===== src/rtl/flcmd_pkg.sv =====
package flcmd_pkg;

    localparam logic [7:0] CMD_ERASE_VFY = 8'h05;
    localparam logic [7:0] CMD_PROGRAM   = 8'h20;
    localparam logic [7:0] CMD_BURST     = 8'h25;
    localparam logic [7:0] CMD_SECT_ERS  = 8'h40;
    localparam logic [7:0] CMD_MASS_ERS  = 8'h41;
    localparam logic [7:0] CMD_MARGIN    = 8'h75;

    localparam logic [3:0] OFS_DIV  = 4'h0;
    localparam logic [3:0] OFS_PROT = 4'h2;
    localparam logic [3:0] OFS_STAT = 4'h4;
    localparam logic [3:0] OFS_CMD  = 4'h6;

    typedef enum logic [1:0] {
        ST_IDLE = 2'd0,
        ST_ADDR = 2'd1,
        ST_CMD  = 2'd2
    } seq_state_t;

    typedef enum logic [2:0] {
        SEL_NONE = 3'd0,
        SEL_DIV  = 3'd1,
        SEL_PROT = 3'd2,
        SEL_STAT = 3'd3,
        SEL_CMD  = 3'd4
    } reg_sel_t;

    typedef enum logic [1:0] {
        VD_OK  = 2'd0,
        VD_ACC = 2'd1,
        VD_PV  = 2'd2
    } verdict_t;

    typedef struct packed {
        logic buf_empty;
        logic done;
        logic pviol;
        logic accerr;
    } flags_t;

    function automatic logic cmd_defined(input logic [7:0] c, input logic special);
        case (c)
            CMD_ERASE_VFY, CMD_PROGRAM, CMD_BURST,
            CMD_SECT_ERS, CMD_MASS_ERS: cmd_defined = 1'b1;
            CMD_MARGIN:                 cmd_defined = special;
            default:                    cmd_defined = 1'b0;
        endcase
    endfunction

    function automatic logic cmd_modifies(input logic [7:0] c);
        cmd_modifies = (c == CMD_PROGRAM) || (c == CMD_BURST) ||
                       (c == CMD_SECT_ERS) || (c == CMD_MASS_ERS);
    endfunction

endpackage


===== src/rtl/flcmd_decode.sv =====
module flcmd_decode
    import flcmd_pkg::*;
#(
    parameter int ADDR_W = 16
) (
    input  logic [ADDR_W-1:0] addr,
    input  logic [1:0]        be,
    output logic              arr_hit,
    output logic              width_ok,
    output reg_sel_t          sel
);
    localparam int HI_W = ADDR_W - 5;

    logic in_window;

    always_comb begin
        arr_hit   = addr[ADDR_W-1];
        width_ok  = (be == 2'b11) && !addr[0];
        in_window = !addr[ADDR_W-1] && (addr[ADDR_W-2:4] == HI_W'(0));
        sel       = SEL_NONE;
        if (in_window) begin
            case (addr[3:0])
                OFS_DIV:  sel = SEL_DIV;
                OFS_PROT: sel = SEL_PROT;
                OFS_STAT: sel = SEL_STAT;
                OFS_CMD:  sel = SEL_CMD;
                default:  sel = SEL_NONE;
            endcase
        end
    end
endmodule


===== src/rtl/flcmd_cmdcheck.sv =====
module flcmd_cmdcheck
    import flcmd_pkg::*;
(
    input  logic [7:0] code,
    input  logic       prot_hit,
    input  logic       running,
    input  logic       sec_on,
    input  logic       untrusted,
    input  logic       special_mode,
    output verdict_t   verdict
);
    always_comb begin
        if (!cmd_defined(code, special_mode))
            verdict = prot_hit ? VD_PV : VD_ACC;
        else if (running && code != CMD_BURST)
            verdict = VD_ACC;
        else if (sec_on && untrusted &&
                 code != CMD_ERASE_VFY && code != CMD_MASS_ERS)
            verdict = VD_ACC;
        else if (cmd_modifies(code) && prot_hit)
            verdict = VD_PV;
        else
            verdict = VD_OK;
    end
endmodule


===== src/rtl/flcmd_timer.sv =====
module flcmd_timer #(
    parameter int LAT_CYC = 16
) (
    input  logic clk,
    input  logic rst,
    input  logic load,
    output logic fire
);
    localparam int CW = $clog2(LAT_CYC + 1);

    logic [CW-1:0] cnt;

    assign fire = (cnt == CW'(1)) && !load;

    always_ff @(posedge clk) begin
        if (rst)
            cnt <= '0;
        else if (load)
            cnt <= CW'(LAT_CYC);
        else if (cnt != '0)
            cnt <= cnt - CW'(1);
    end
endmodule


===== src/rtl/flcmd_seq.sv =====
module flcmd_seq
    import flcmd_pkg::*;
#(
    parameter int ADDR_W  = 16,
    parameter int DATA_W  = 16,
    parameter int LAT_CYC = 16
) (
    input  logic              clk,
    input  logic              rst,
    input  logic              bus_wr,
    input  logic [ADDR_W-1:0] bus_addr,
    input  logic [DATA_W-1:0] bus_wdata,
    input  logic [1:0]        bus_be,
    input  logic              origin_secure,
    input  logic              origin_debug,
    input  logic              sec_on,
    input  logic              special_mode,
    output logic [7:0]        stat_q,
    output logic [7:0]        div_value,
    output logic              arr_go,
    output logic [7:0]        arr_cmd,
    output logic [ADDR_W-1:0] arr_addr,
    output logic [DATA_W-1:0] arr_data
);
    localparam int PROT_LSB = ADDR_W - 9;

    seq_state_t        st_q;
    flags_t            fl_q;
    logic              div_ld;
    logic [7:0]        prot_q;
    logic [ADDR_W-1:0] lat_addr;
    logic [DATA_W-1:0] lat_data;
    logic [7:0]        lat_cmd;

    logic     arr_hit, width_ok, prot_hit, running, launch, fire;
    reg_sel_t sel;
    verdict_t verdict;

    flcmd_decode #(.ADDR_W(ADDR_W)) u_dec (
        .addr(bus_addr), .be(bus_be),
        .arr_hit(arr_hit), .width_ok(width_ok), .sel(sel)
    );

    assign prot_hit = lat_addr[ADDR_W-2:PROT_LSB] < prot_q;
    assign running  = fl_q.buf_empty && !fl_q.done;

    flcmd_cmdcheck u_chkcmd (
        .code(bus_wdata[7:0]), .prot_hit(prot_hit), .running(running),
        .sec_on(sec_on), .untrusted(!origin_secure || origin_debug),
        .special_mode(special_mode), .verdict(verdict)
    );

    assign launch = bus_wr && (st_q == ST_CMD) && (sel == SEL_STAT) && bus_wdata[7];

    flcmd_timer #(.LAT_CYC(LAT_CYC)) u_tmr (
        .clk(clk), .rst(rst), .load(launch), .fire(fire)
    );

    always_ff @(posedge clk) begin
        if (rst) begin
            st_q      <= ST_IDLE;
            fl_q      <= '{buf_empty: 1'b1, done: 1'b1, pviol: 1'b0, accerr: 1'b0};
            div_ld    <= 1'b0;
            div_value <= '0;
            prot_q    <= '0;
            lat_addr  <= '0;
            lat_data  <= '0;
            lat_cmd   <= '0;
            arr_go    <= 1'b0;
            arr_cmd   <= '0;
            arr_addr  <= '0;
            arr_data  <= '0;
        end else begin
            arr_go <= 1'b0;
            if (fire)            fl_q.done      <= 1'b1;
            if (!fl_q.buf_empty) fl_q.buf_empty <= 1'b1;
            if (bus_wr) begin
                case (st_q)
                    ST_IDLE: begin
                        if (arr_hit) begin
                            if (!fl_q.accerr && !fl_q.pviol) begin
                                if (!div_ld || !width_ok)
                                    fl_q.accerr <= 1'b1;
                                else begin
                                    lat_addr <= bus_addr;
                                    lat_data <= bus_wdata;
                                    st_q     <= ST_ADDR;
                                end
                            end
                        end else begin
                            case (sel)
                                SEL_DIV: begin
                                    div_value <= bus_wdata[7:0];
                                    div_ld    <= 1'b1;
                                end
                                SEL_PROT: prot_q <= bus_wdata[7:0];
                                SEL_STAT: begin
                                    if (bus_wdata[5]) fl_q.pviol  <= 1'b0;
                                    if (bus_wdata[4]) fl_q.accerr <= 1'b0;
                                end
                                default: ;
                            endcase
                        end
                    end
                    ST_ADDR: begin
                        if (!arr_hit && sel == SEL_CMD && verdict == VD_OK) begin
                            lat_cmd <= bus_wdata[7:0];
                            st_q    <= ST_CMD;
                        end else begin
                            if (!arr_hit && sel == SEL_CMD && verdict == VD_PV)
                                fl_q.pviol <= 1'b1;
                            else
                                fl_q.accerr <= 1'b1;
                            st_q     <= ST_IDLE;
                            lat_addr <= '0;
                            lat_data <= '0;
                        end
                    end
                    ST_CMD: begin
                        if (!arr_hit && sel == SEL_STAT) begin
                            if (launch) begin
                                fl_q.buf_empty <= 1'b0;
                                fl_q.done      <= 1'b0;
                                arr_go         <= 1'b1;
                                arr_cmd        <= lat_cmd;
                                arr_addr       <= lat_addr;
                                arr_data       <= lat_data;
                                st_q           <= ST_IDLE;
                            end
                        end else begin
                            fl_q.accerr <= 1'b1;
                            st_q        <= ST_IDLE;
                        end
                        if (launch || arr_hit || sel != SEL_STAT) begin
                            lat_addr <= '0;
                            lat_data <= '0;
                            lat_cmd  <= '0;
                        end
                    end
                    default: st_q <= ST_IDLE;
                endcase
            end
        end
    end

    assign stat_q = {fl_q.buf_empty, fl_q.done, fl_q.pviol, fl_q.accerr, 4'b0000};

endmodule


===== config.mk =====
export PLATFORM = sky130hd
export DESIGN_NAME = flcmd_seq
export DESIGN_NICKNAME = d
export VERILOG_FILES = /design/src/rtl/flcmd_pkg.sv /design/src/rtl/flcmd_decode.sv /design/src/rtl/flcmd_cmdcheck.sv /design/src/rtl/flcmd_timer.sv /design/src/rtl/flcmd_seq.sv
export SDC_FILE = /design/constraint.sdc
export NUM_CORES = 1
export LEC_CHECK = 0
export ABC_CLOCK_PERIOD_IN_PS = 2950
export BUFFER_PORTS_ARGS = -buffer_cell sky130_fd_sc_hd__buf_2
export CAP_MARGIN = 0
export CELL_PAD_IN_SITES_DETAIL_PLACEMENT = 1
export CELL_PAD_IN_SITES_GLOBAL_PLACEMENT = 1
export CORE_ASPECT_RATIO = 1.4
export CORE_MARGIN = 3
export CORE_UTILIZATION = 41
export CTS_CLUSTER_SIZE = 24
export DETAILED_ROUTE_END_ITERATION = 8
export PLACE_DENSITY_LB_ADDON = 0.08
export SYNTH_ARGS = -nofsm -noshare
export SYNTH_HDL_FRONTEND = slang
export SYNTH_SLANG_ARGS = --single-unit
export TNS_END_PERCENT = 30

===== constraint.sdc =====
create_clock -name clk -period 2.95 [get_ports clk]
set_input_delay 0.59 -clock clk [delete_from_list [all_inputs] [get_ports clk]]
set_output_delay 0.59 -clock clk [all_outputs]
set_load 0.01 [all_outputs]

======== After elaboration in Yosys (flattened, before gate mapping) ========
Index checks and enable logic that the tools add are counted.
operators by class
  $add $sub $neg .......................... 1
  multipliers ............................. 0
  div/mod/pow operators ................... 0
  magnitude comparators ................... 1
  eq/ne operators ......................... 39
  shifts and indexed selects .............. 0
  muxes and demuxes ....................... 49
  bitwise operators ....................... 4
  reductions and logical operators ........ 53
operator list
  operator              number
  $mux W16              8
  $pmux W16 S3          2
  $mux W2               14
  $eq A8 B7 Y1 const B  3
  $ne A2 B2 Y1 const B  11
  $logic_and A1 B1 Y1   17
  $eq A8 B6 Y1 const B  2
  $mux W8               2
  $pmux W8 S2           1
  $reduce_and A4 Y1     4
  $ne A3 B3 Y1 const B  5
  $reduce_and A7 Y1     2
  $mux W1               13
  $pmux W3 S4           1
  $logic_not A11 Y1     1
  $mux W5               2
  $logic_not A1 Y1      9
  $reduce_and A9 Y1     1
  $eq A4 B3 Y1 const B  2
  $eq A8 B3 Y1 const B  1
  $lt A8 B8 Y1          1
  $ne A8 B3 Y1 const B  1
  $ne A8 B6 Y1 const B  1
  $ne A8 B7 Y1 const B  1
  other kinds (25)      42
word-level totals
  register bits after elaboration ......... 109
  bits in latches ......................... 0
  bits in writable memories ............... 0
  bits in read-only memories .............. 0
  input bits .............................. 41
  output and inout bits ................... 57
  word-level logic and storage cells ...... 164
  memories kept ........................... 0

======== Longest topological paths before layout ========
  depth in word-level cells ............... 15
  depth in mapped cells ................... 9
  gate-level depth less buffers ........... 8

======== By module ========
Synthesis repeated with hierarchy kept, for this count alone.
unflattened totals
  cells, all modules ...................... 607
  area, all modules ....................... 5,270.1 um^2
by module, submodules not included
  module          times used  cells each  area an instance (um^2)  seq. area each (um^2)
  flcmd_seq       1           546         4,798.4                  2,082.0
  flcmd_timer     1           26          246.5                    100.1
  flcmd_cmdcheck  1           22          145.1                    0.0
  flcmd_decode    1           13          80.1                     0.0

======== Worst setup path before layout ========
Ideal clock, no wire load.
  path kind ............................... input-to-reg
  start ................................... in bus_wdata[5]
  end ..................................... reg lat_cmd[6]
  library setup time ...................... 0.117 ns
  arrival time ............................ 2.054 ns
  required time ........................... 2.833 ns
  path slack .............................. 0.779 ns
  stages .................................. 6
  path buffers ............................ 1
  path through ............................ buf_2 or3_1 a21oi_2 o2111ai_4 a21o_1 a22o_1
on the way
  cells in the longest elaborated chain, start to end .. 13
  elaborated cells between the ends (all ways) .. 26
  those cells by class .................... eq/ne: 10; mux: 5; reduce/logical: 11
ends and longest elaborated chain
  element                           line                              RTL
  start: declaration                flcmd_seq.sv:12                   input logic [DATA_W-1:0] bus_wdata,
  $eq A8 B6 Y1                      flcmd_pkg.sv:43, flcmd_pkg.sv:52
  $logic_or A1 B1 Y1 (2 in series)  flcmd_pkg.sv:52                   cmd_modifies = (c == CMD_PROGRAM) || (c == CMD_BURST) ||
  $logic_or A1 B1 Y1                flcmd_pkg.sv:53                   (c == CMD_SECT_ERS) || (c == CMD_MASS_ERS);
  $logic_and A1 B1 Y1               flcmd_cmdcheck.sv:20              else if (cmd_modifies(code) && prot_hit)
  $mux W2                           flcmd_cmdcheck.sv:20
  $mux W2                           flcmd_cmdcheck.sv:17              else if (sec_on && untrusted &&
  $mux W2                           flcmd_cmdcheck.sv:15              else if (running && code != CMD_BURST)
  $mux W2 (*)                       flcmd_cmdcheck.sv:13              if (!cmd_defined(code, special_mode))
  $logic_not A2 Y1 (*)              flcmd_seq.sv:106                  if (!arr_hit && sel == SEL_CMD && verdict == VD_OK) begin
  $logic_and A1 B1 Y1 (*)           flcmd_seq.sv:106
  $ne A2 B2 Y1 (no line) (*)        n/a
  $reduce_and A4 Y1 (no line) (*)   n/a
  end signal: assignment            flcmd_seq.sv:107                  lat_cmd <= bus_wdata[7:0];
  end: declaration                  flcmd_seq.sv:33                   logic [7:0] lat_cmd;
Every way passes the cells marked *; elsewhere a longest branch is shown, timed or not.
A chain may end at the register's enable or synchronous reset.

======== Worst setup path after layout ========
  start ................................... reg prot_q[4]
  end ..................................... reg lat_addr[4]
on the way
  cells in the longest elaborated chain, start to end .. 10
  elaborated cells between the ends (all ways) .. 11
  those cells by class .................... order compare: 1; eq/ne: 1; mux: 5; reduce/logical: 4
ends and longest elaborated chain
  element                          line                  RTL
  start: declaration               flcmd_seq.sv:30       logic [7:0] prot_q;
  start signal: assignment         flcmd_seq.sv:96       SEL_PROT: prot_q <= bus_wdata[7:0];
  $lt A8 B8 Y1 (*)                 flcmd_seq.sv:44       assign prot_hit = lat_addr[ADDR_W-2:PROT_LSB] < prot_q;
  $logic_and A1 B1 Y1              flcmd_cmdcheck.sv:20
  $mux W2                          flcmd_cmdcheck.sv:20
  $mux W2                          flcmd_cmdcheck.sv:17
  $mux W2                          flcmd_cmdcheck.sv:15
  $mux W2 (*)                      flcmd_cmdcheck.sv:13
  $logic_not A2 Y1 (*)             flcmd_seq.sv:106
  $logic_and A1 B1 Y1 (*)          flcmd_seq.sv:106
  $ne A2 B2 Y1 (no line) (*)       n/a
  $reduce_and A7 Y1 (no line) (*)  n/a
  end signal: assignment           flcmd_seq.sv:85       lat_addr <= bus_addr;
  end: declaration                 flcmd_seq.sv:31       logic [ADDR_W-1:0] lat_addr;
Marked as above.

==> summary.md <==
| Metric | Value |
|---|---|
| CP Cell Sequence | inv_1, ha_1, o211a_1, a211oi_1, o31ai_2, o2111a_1, buf_4, o21ai_0, a21oi_1 |
| Non-filler cells, final | 772 |
| PwrDens | 523 nW/um2 |
| First-pass GRT wire length | 21.3 mm |
| Design Area, Final | 5660 um2 |
| RSZ-0062 raised after global routing | false |
| Worst Setup End Kind | flip-flop |
| Ports | 98 |
| Most frequent cells in the layout | dfxtp_1, buf_2, nand2_1, a21oi_1, nand4b_1 |
| Num rows | 46 |
| Critical Path Max Stage Delay | 0.51 ns |
| Seq/Total Area, Yosys | 44.7% |
| DRT Wirelength | 13.1 mm |
| CP max-delay cell | o31ai_2 |
| Post_cts resized | 0 |
| Seq cells post-synth | 109 |
| GRT overflow | 0 |
| Vias per cell | 5.43 |
| Postcts setup bufs | 0 |
| FFs w/ async S/R, synth | 0% |
| Initial core utilization | 42.6% |
| Commonest non-fill, non-tap cell in the layout | dfxtp_1 |
| Lkg Pwr | 2.23 nW |
| Root Driver | clkbuf_16 |
| Period minus WS final | 2.35 ns |
| Worst Path Arrival | 2.62 ns |
| Final nets | 678 |
| Deepest level of the CTS H-tree | 3 |
| Synth Area in XOR/XNOR | 0.718% |
| Area growth, synth to finish | 15.9% |
| Status | finished clean |
| Die width | 98.2 um |
| GRT Total Usage | 19.7% |
| Setup ws final | 0.599 ns |
| Ant. Diodes | 0 |
| Clock sink count | 109 |
| HP Class | flip-flop to flip-flop |
| Hpwl dp | 9.43 mm |
| Pre-CTS setup slack | 0.348 ns |
| # port buffers | 93 |
| DR pass1 iterations | 4 |
| Post-synth EDFFs | 0 |
| Clock skew | 0.0129 ns |
| Number of synthesis warnings | 0 |
| Yosys cell types | 56 |
| Critical Path RT | 3.22 ns |
| Vias in the first global route | 4322 |
| Fraction of synthesized area in multiplexers | 3.90% |
| Hold WS | 0.447 ns |
| Largest family of logic cells by synthesized area | simple AND/OR/NAND/NOR gates |
| Final Hold Fails | 0 |
| IR drop worst, VDD | 0.355 mV |
| Pin count of the biggest net entering global routing | 60 |
| CP delay by family, top | compound AO/OA/AOI/OAI gates |
| Hold_buf cts | 0 |
| Syn Inst Count | 551 |
| Post-Synth Adder-Cell Area | 3.59% |
| DP Area | 5390 um2 |
| CTS max path bufs | 2 |
| Drt drc | 0 |
| Iter 0 DRT Violations | 155 |
| Cts bufs inserted | 9 |
| Initial antenna violation count | 0 |
| Synth Area in Simple Gates | 23.2% |
| TNS Setup | 0 ns |
| Synth Area in Compound Gates | 17.3% |
| Worst slew pin tran | 0.635 ns |
| Worst setup SP type | flip-flop |
| Max frequency | 425 MHz |
| Avg WL per Cell | 17.0 um |
| Max-cap viol count | 0 |
| Filler cell count in the final layout | 1410 |
| Slew headroom | 57.7% |
| Dpl cells | 756 |
| Crit Path Category | flip-flop to flip-flop |
| Final Setup Violations | 0 |
| Ys flop type | dfxtp_1 |
| Post-route clock period utilization | 79.7% |
| Full die area | 13300 um2 |
| Clk slew on worst S/H paths | 0.07 ns |
| Final GP Congestion | 0.821 |
| Die Height | 135 um |
| Fraction of layout cells with a size suffix above 1 | 21.7% |
| Mapped Area | 4880 um2 |
| ANT nets after route | 0 |
| Fin. max-slew vios | 0 |
| Via count | 4190 |
| Core Area | 11500 um2 |
| Largest fanout on the critical path | 32 |
| Clock latency on the worst-skew pair | 0.34 ns |
| Worst path bufs/invs | 2 |
| TritonCTS clock tree | yes |
| Synth Area per Inst | 8.86 um2 |
## sequential cells by signal, summed over array words and instances, names as in the netlist
name	cells
arr_addr	16
arr_data	16
lat_addr	16
lat_data	16
arr_cmd	8
div_value	8
lat_cmd	8
prot_q	8
u_tmr.cnt	5
stat_q	4
st_q	2
arr_go	1
div_ld	1
## power breakdown
group          switching, mW  total, mW  internal, mW
clock                  0.542       1.12         0.576
combinational          0.177      0.302         0.125
sequential            0.0313       1.54          1.51
## worst reg2reg max path, stage by stage (launching register included)
cell and delay, ns:
dfxtp_1 0.33, inv_1 0.05, ha_1 0.30, o211a_1 0.17
a211oi_1 0.06, o31ai_2 0.51, o2111a_1 0.25, buf_4 0.31
o21ai_0 0.14, a21oi_1 0.15
## path summary, 6_finish.rpt
| check | slack (ns) | start | end | depth (start not counted) |
|---|---|---|---|---|
| setup / recovery | 0.60 | prot_q[4] | lat_addr[4] | 9 |
| hold / removal | 0.45 | arr_addr[1] | arr_addr[1] | 2 |
| setup reg to reg | 0.60 | prot_q[4] | lat_addr[4] | 9 |
| hold reg to reg | 0.45 | arr_addr[1] | arr_addr[1] | 2 |
## per-stage QoR
stage / total power [mW] / util [%]
after floorplan: 1.78 / -
after global placement: 1.86 / 47.0
after detailed placement: 1.88 / 47.0
after CTS: 3.00 / 49.4
after global routing: 3.08 / 49.4
final: 2.96 / 49.4
## routing by layer
metal | share of wire, % | global-route usage (%) | wire length (um)
met1 | 45 | 24.5 | 5930
met2 | 51 | 35.6 | 6680
met3 | 3.2 | 3.20 | 415
met4 | 0.87 | 4.94 | 114
met5 | 0 | 0 | 0
## area by class of cell
cell class | count | area (um2) | area share (%)
multi-input cells | 382 | 2390 | 42.3
flip-flops and latches | 109 | 2180 | 38.6
repair buffers | 105 | 571 | 10.1
clock buffers | 11 | 233 | 4.11
well taps | 144 | 180 | 3.18
inverters | 16 | 60.1 | 1.06
clock inverters | 5 | 37.5 | 0.663
## logic make-up (layout without fill, tap and decap cells)
group | count (synthesis) | after routing
other cells | 1 | 4
simple gates | 200 | 200
flops | 109 | 109
buf+inv | 63 | 137
compound gates | 141 | 141
mux | 19 | 19
xor+xnor | 4 | 4
fa+ha+maj | 14 | 14
## cell usage after synthesis, drive strengths merged, types with 3 or more instances
library cell  number  share of area (%)
and3               5               0.64
o21ai             32                3.3
nand3              5               0.51
dfxtp            109                 45
mux2i             19                3.9
a21oi             84                8.8
nand2             83                6.4
clkbuf            21                1.6
and2               7               0.90
nand2b             6               0.77
nor4               7                1.4
a22o               5               0.90
inv               16                1.2
xnor2              3               0.54
buf               26                3.7
nand4b            35                6.6
nor2              29                2.3
nor3               6               0.62
ha                14                3.6
nor3b              3               0.46
(Power assumes the default switching activity.)
